$ cat src/rtl/wstk_pkg.sv
package wstk_pkg;
  typedef enum logic [1:0] {
    OP_IDLE = 2'b00,
    OP_PUSH = 2'b01,
    OP_POP  = 2'b10,
    OP_ADD  = 2'b11
  } stk_op_e;
endpackage

$ cat src/rtl/wstk_ctrl.sv
module wstk_ctrl #(
  parameter int DEPTH = 8,
  localparam int PTR_W = $clog2(DEPTH),
  localparam int CNT_W = $clog2(DEPTH + 1)
) (
  input  logic             clk_i,
  input  logic             rst_ni,
  input  logic [1:0]       op_i,
  output logic [PTR_W-1:0] top_q_o,
  output logic [CNT_W-1:0] cnt_q_o,
  output logic             underflow_o,
  output logic             wr_en_o,
  output logic [PTR_W-1:0] wr_ptr_o,
  output logic             wr_sum_o
);
  import wstk_pkg::*;

  logic [PTR_W-1:0] top_q, top_d;
  logic [CNT_W-1:0] cnt_q, cnt_d;
  stk_op_e op;

  assign op = stk_op_e'(op_i);

  always_comb begin
    top_d       = top_q;
    cnt_d       = cnt_q;
    underflow_o = 1'b0;
    wr_en_o     = 1'b0;
    wr_ptr_o    = top_q;
    wr_sum_o    = 1'b0;
    unique case (op)
      OP_PUSH: begin
        top_d    = top_q - 1'b1;
        wr_en_o  = 1'b1;
        wr_ptr_o = top_q - 1'b1;
        // full: slot below top is the oldest, overwritten in place
        if (cnt_q != CNT_W'(DEPTH)) cnt_d = cnt_q + 1'b1;
      end
      OP_POP: begin
        if (cnt_q == '0) underflow_o = 1'b1;
        else begin
          top_d = top_q + 1'b1;
          cnt_d = cnt_q - 1'b1;
        end
      end
      OP_ADD: begin
        if (cnt_q < CNT_W'(2)) underflow_o = 1'b1;
        else begin
          top_d    = top_q + 1'b1;
          cnt_d    = cnt_q - 1'b1;
          wr_en_o  = 1'b1;
          wr_ptr_o = top_q + 1'b1;
          wr_sum_o = 1'b1;
        end
      end
      default: ;
    endcase
  end

  always_ff @(posedge clk_i or negedge rst_ni) begin
    if (!rst_ni) begin
      top_q <= '0;
      cnt_q <= '0;
    end else begin
      top_q <= top_d;
      cnt_q <= cnt_d;
    end
  end

  assign top_q_o = top_q;
  assign cnt_q_o = cnt_q;
endmodule

$ cat src/rtl/wstk_rf.sv
module wstk_rf #(
  parameter int DATA_W = 80,
  parameter int DEPTH  = 8,
  localparam int PTR_W = $clog2(DEPTH)
) (
  input  logic              clk_i,
  input  logic              rst_ni,
  input  logic              wr_en_i,
  input  logic [PTR_W-1:0]  wr_ptr_i,
  input  logic [DATA_W-1:0] wr_data_i,
  input  logic [PTR_W-1:0]  rd_ptr_i,
  input  logic [PTR_W-1:0]  opa_ptr_i,
  output logic [DATA_W-1:0] rd_data_o,
  output logic [DATA_W-1:0] opa_o,
  output logic [DATA_W-1:0] opb_o
);
  logic [DATA_W-1:0] slot_q [DEPTH];
  logic [PTR_W-1:0]  opb_ptr;

  for (genvar g = 0; g < DEPTH; g++) begin : g_slot
    always_ff @(posedge clk_i or negedge rst_ni) begin
      if (!rst_ni) slot_q[g] <= '0;
      else if (wr_en_i && wr_ptr_i == PTR_W'(g)) slot_q[g] <= wr_data_i;
    end
  end

  assign opb_ptr   = opa_ptr_i + 1'b1;
  assign rd_data_o = slot_q[rd_ptr_i];
  assign opa_o     = slot_q[opa_ptr_i];
  assign opb_o     = slot_q[opb_ptr];
endmodule

$ cat src/rtl/wstk_adder.sv
module wstk_adder #(
  parameter int DATA_W = 80
) (
  input  logic [DATA_W-1:0] a_i,
  input  logic [DATA_W-1:0] b_i,
  output logic [DATA_W-1:0] sum_o
);
  assign sum_o = a_i + b_i;
endmodule

$ cat src/rtl/wrap_stack.sv
module wrap_stack #(
  parameter int DATA_W = 80,
  parameter int DEPTH  = 8,
  localparam int PTR_W = $clog2(DEPTH),
  localparam int CNT_W = $clog2(DEPTH + 1)
) (
  input  logic              clk_i,
  input  logic              rst_ni,
  input  logic [1:0]        op_i,
  input  logic [DATA_W-1:0] push_data_i,
  input  logic [PTR_W-1:0]  rd_idx_i,
  output logic [DATA_W-1:0] rd_data_o,
  output logic              rd_empty_o,
  output logic              underflow_o
);
  logic [PTR_W-1:0]  top_q;
  logic [CNT_W-1:0]  cnt_q;
  logic              wr_en, wr_sum;
  logic [PTR_W-1:0]  wr_ptr;
  logic [DATA_W-1:0] opa, opb, sum, wr_data;

  wstk_ctrl #(.DEPTH(DEPTH)) u_ctrl (
    .clk_i, .rst_ni, .op_i,
    .top_q_o(top_q), .cnt_q_o(cnt_q), .underflow_o,
    .wr_en_o(wr_en), .wr_ptr_o(wr_ptr), .wr_sum_o(wr_sum)
  );

  wstk_adder #(.DATA_W(DATA_W)) u_add (.a_i(opa), .b_i(opb), .sum_o(sum));

  assign wr_data = wr_sum ? sum : push_data_i;

  wstk_rf #(.DATA_W(DATA_W), .DEPTH(DEPTH)) u_rf (
    .clk_i, .rst_ni,
    .wr_en_i(wr_en), .wr_ptr_i(wr_ptr), .wr_data_i(wr_data),
    .rd_ptr_i(top_q + rd_idx_i), .opa_ptr_i(top_q),
    .rd_data_o, .opa_o(opa), .opb_o(opb)
  );

  assign rd_empty_o = CNT_W'(rd_idx_i) >= cnt_q;
endmodule

$ cat config.mk
export PLATFORM = sky130hd
export DESIGN_NAME = wrap_stack
export DESIGN_NICKNAME = d
export VERILOG_FILES = /design/src/rtl/wstk_pkg.sv /design/src/rtl/wstk_ctrl.sv /design/src/rtl/wstk_rf.sv /design/src/rtl/wstk_adder.sv /design/src/rtl/wrap_stack.sv
export SDC_FILE = /design/constraint.sdc
export NUM_CORES = 2
export LEC_CHECK = 0
export ABC_AREA = 1
export ABC_CLOCK_PERIOD_IN_PS = 8200
export CAP_MARGIN = 10
export CORE_MARGIN = 2
export CORE_UTILIZATION = 45
export CTS_BUF_LIST = sky130_fd_sc_hd__clkbuf_4 sky130_fd_sc_hd__clkbuf_8 sky130_fd_sc_hd__clkbuf_16
export DETAILED_ROUTE_END_ITERATION = 10
export MAX_ROUTING_LAYER = met4
export SYNTH_ARGS = -nofsm -noshare
export SYNTH_HDL_FRONTEND = slang
export SYNTH_SLANG_ARGS = --single-unit
export TNS_END_PERCENT = 100
$ cat constraint.sdc
create_clock -name clk_i -period 8.2 [get_ports clk_i]
set_clock_uncertainty 0.2 [all_clocks]
set_input_delay 1.64 -clock clk_i [delete_from_list [all_inputs] [get_ports clk_i]]
set_output_delay 1.64 -clock clk_i [all_outputs]
set_load 0.005 [all_outputs]
==> flow_summary.ini <==
[status]
outcome = complete, no violations

[sta]
tns_ns = 0
max_freq_mhz = 138.7
period_needed_ns = 7.211
setup_violations = 0
layout_setup_ws_ns = 0.9891
max_slew_margin_pct = 21.20
fin_crit_sh_pct = 87.94
grt_setup_unrepaired = false
hold_viol_final = 0
tightest_slew_ns = 1.179
slew_violations = 0

[setup_path]
startpoint_type = input port
arrival_ns = 5.37
reg2reg_slack_ns = 1.47
r2r_end = u_rf.slot_q[36]
r2r_cells = 22
reg2reg_from = u_ctrl.top_q_o[0]
worstPathMaxFanout = 19
worstSetupPathType = input port to primary output
endpoint_kind = primary output
required_ns = 6.36

[global_route]
grt_pass1_wl_um = 291500
grt.total_usage_pct = 35.13
grt_pass1_vias = 46970
grt_max_degree = 221
grt_overflow = 0
antenna_found_initial = 2

[logic_synthesis]
synthCells = 7624
yosys_warnings = 0
synth_top_area_cell = dfrtp_1
seq_area_frac_synth_pct = 33.58
synth_flop_cell = dfrtp_1
synth_seq_cells = 647
synthArstFlopShare_pct = 100.0
synth_most_common_cell = nand2_1
synth_edf_count = 0
synthesis.area_um2 = 48210
synth_top_area_share_pct = 33.58
synthTopCellsByArea = dfrtp_1 (34%), nand2_1 (17%), o21ai_0 (12%)
synth.net_count = 7801
synthTopCellsByCount = nand2_1 (2185), o21ai_0 (1128), a21oi_1 (804)
postSynthAreaPerCell_um2 = 6.324
synth.distinct_cells = 40

[placed_design]
gp_congestion = 0.9968
port_buffers = 168
dp_hpwl_um = 118300
numPlacedInstances = 8722
placed_cell_area_um2 = 50300
pre_cts_ws_ns = 1.091

[worst_hold_path]
hold_path_class = flip-flop to flip-flop
min_from = u_rf.slot_q[203]
holdPathStages = 2
whs_endpoint = u_rf.slot_q[203]

[die]
start_util_pct = 45.23
die_height_um = 331.3
die_w_um = 331.3
placeableCoreArea_um2 = 106600
ios = 169
dieArea_um2 = 109800
row_count = 120

[route]
ant_nets = 0
top_layer_used = met4
drtIter0Drc = 6487
drt_wl_total_um = 192800
wl_per_cell_um = 21.74
vias_per_cell = 5.866
wl_met3_um = 17090
met1_length_um = 82950
dr_wl_met2_um = 85470
dr.pass1.iters = 7
dr_total_vias = 52010
drcViolationCount = 0

[clock_network]
cts.sinks = 647
post_cts_resized = 0
htreeDepth = 3
cts_buffer_depth = 3
postCtsSetupRepairBufs = 0
root_buffer = clkbuf_16
hold_buffers = 0
clk_pin_slew_ns = 0.06
clk_latency_ns = 0.68
cts_made_buffers = 81
cts_tree = built

[cells_and_area]
fin_area_um2 = 53120
instances_no_fill = 8867
fin_nets = 7579
syn_to_final_growth_pct = 10.18
fillers = 11020
drive_above_1_share_pct = 3.994

[job]
maxCapViolations = 0
[layer usage]
metal  GRT usage (%)  vias up
li1                -    24730
met5               -        -
met4           12.61        0
met3           5.086      420
met1           47.37    24280
met2           53.80     2587
[cell families (layout without fill, tap and decap cells)]
group | after synthesis | after routing | synth area share [%]
AND/OR/NAND/NOR | 3055 | 3055 | 25.15
AO/OA/AOI/OAI | 2444 | 2444 | 27.39
buffers and inverters | 1361 | 1199 | 10.96
flip-flops | 647 | 647 | 33.58
adder cells (fa/ha/maj) | 90 | 90 | 2.382
XOR/XNOR | 26 | 26 | 0.5113
multiplexers | 1 | 1 | 0.02076
other | 0 | 2 | 0
[worst max-delay path by stage]
stage / cells past startpoint / end / slack (ns) / startpoint
final: 9 / rd_data_o[16] / 0.99 / rd_idx_i[0]
after floorplan: 10 / rd_data_o[10] / 2.97 / rd_idx_i[0]
after CTS: 9 / rd_data_o[16] / 1.09 / rd_idx_i[0]
after global placement: 9 / rd_data_o[16] / 1.11 / rd_idx_i[0]
after detailed placement: 9 / rd_data_o[16] / 1.09 / rd_idx_i[0]
after global routing: 9 / rd_data_o[16] / 1.04 / rd_idx_i[0]
[stage by stage]
step           hold slack (ns)  util [%]
2_1_floorplan           0.2490         -
3_3_place_gp            0.2645     47.18
3_5_place_dp            0.2651     47.18
4_1_cts                 0.2817     49.82
5_1_grt                 0.2857     49.83
6_report                0.2795     49.83
[layout make-up]
class	count	area [um2]	share of cell area, %
multi-input combinational	5616	26800	50.46
tap	1403	1755	3.305
clock buffer	118	2512	4.730
sequential	647	16200	30.50
clock inverter	25	302.8	0.5700
timing repair buffer	243	2462	4.636
inverter	813	3073	5.785
antenna	2	5.005	0.009422
[worst max-delay path: stages]
cell and delay [ns]:
clkdlybuf4s50_1 0.46, ha_4 0.19, fa_4 0.99, clkinv_2 0.29
buf_4 0.33, o21ai_0 0.22, nor2_1 0.06, a31oi_1 0.54
clkdlybuf4s50_1 0.63
[sequential cells by signal, summed over array words and instances, names as in the netlist]
name and count:
u_rf.slot_q 640, u_ctrl.top_q_o 3, u_ctrl.cnt_q_o 4
[placed cells by master (no fill, tap or decap), drive strengths merged, types with 2 or more instances in the layout]
cell type      synthesis  routed
nand4                  3       3
and2                   3       3
a21o                   5       5
clkbuf               374     118
diode                  0       2
nand2               2185    2185
nor4                   4       4
ha                    87      87
clkinvlp               0       2
nand3b                 6       6
dfrtp                647     647
bufinv                 0       6
nand3                342     342
xnor2                 17      17
o21ai               1167    1167
o211ai               132     132
a31oi                248     248
clkdlybuf4s50          0     167
nor2                 455     455
xor2                   9       9
o21bai                12      12
inv                  812     811
or2                   42      42
a21oi                805     805
clkinv                 1      19
buf                  174      76
nor3                  14      14
a221oi                72      72
fa                     3       3
Power is not shown: default switching activity piles up to over one toggle a cycle in this logic, so the estimate is an artifact.
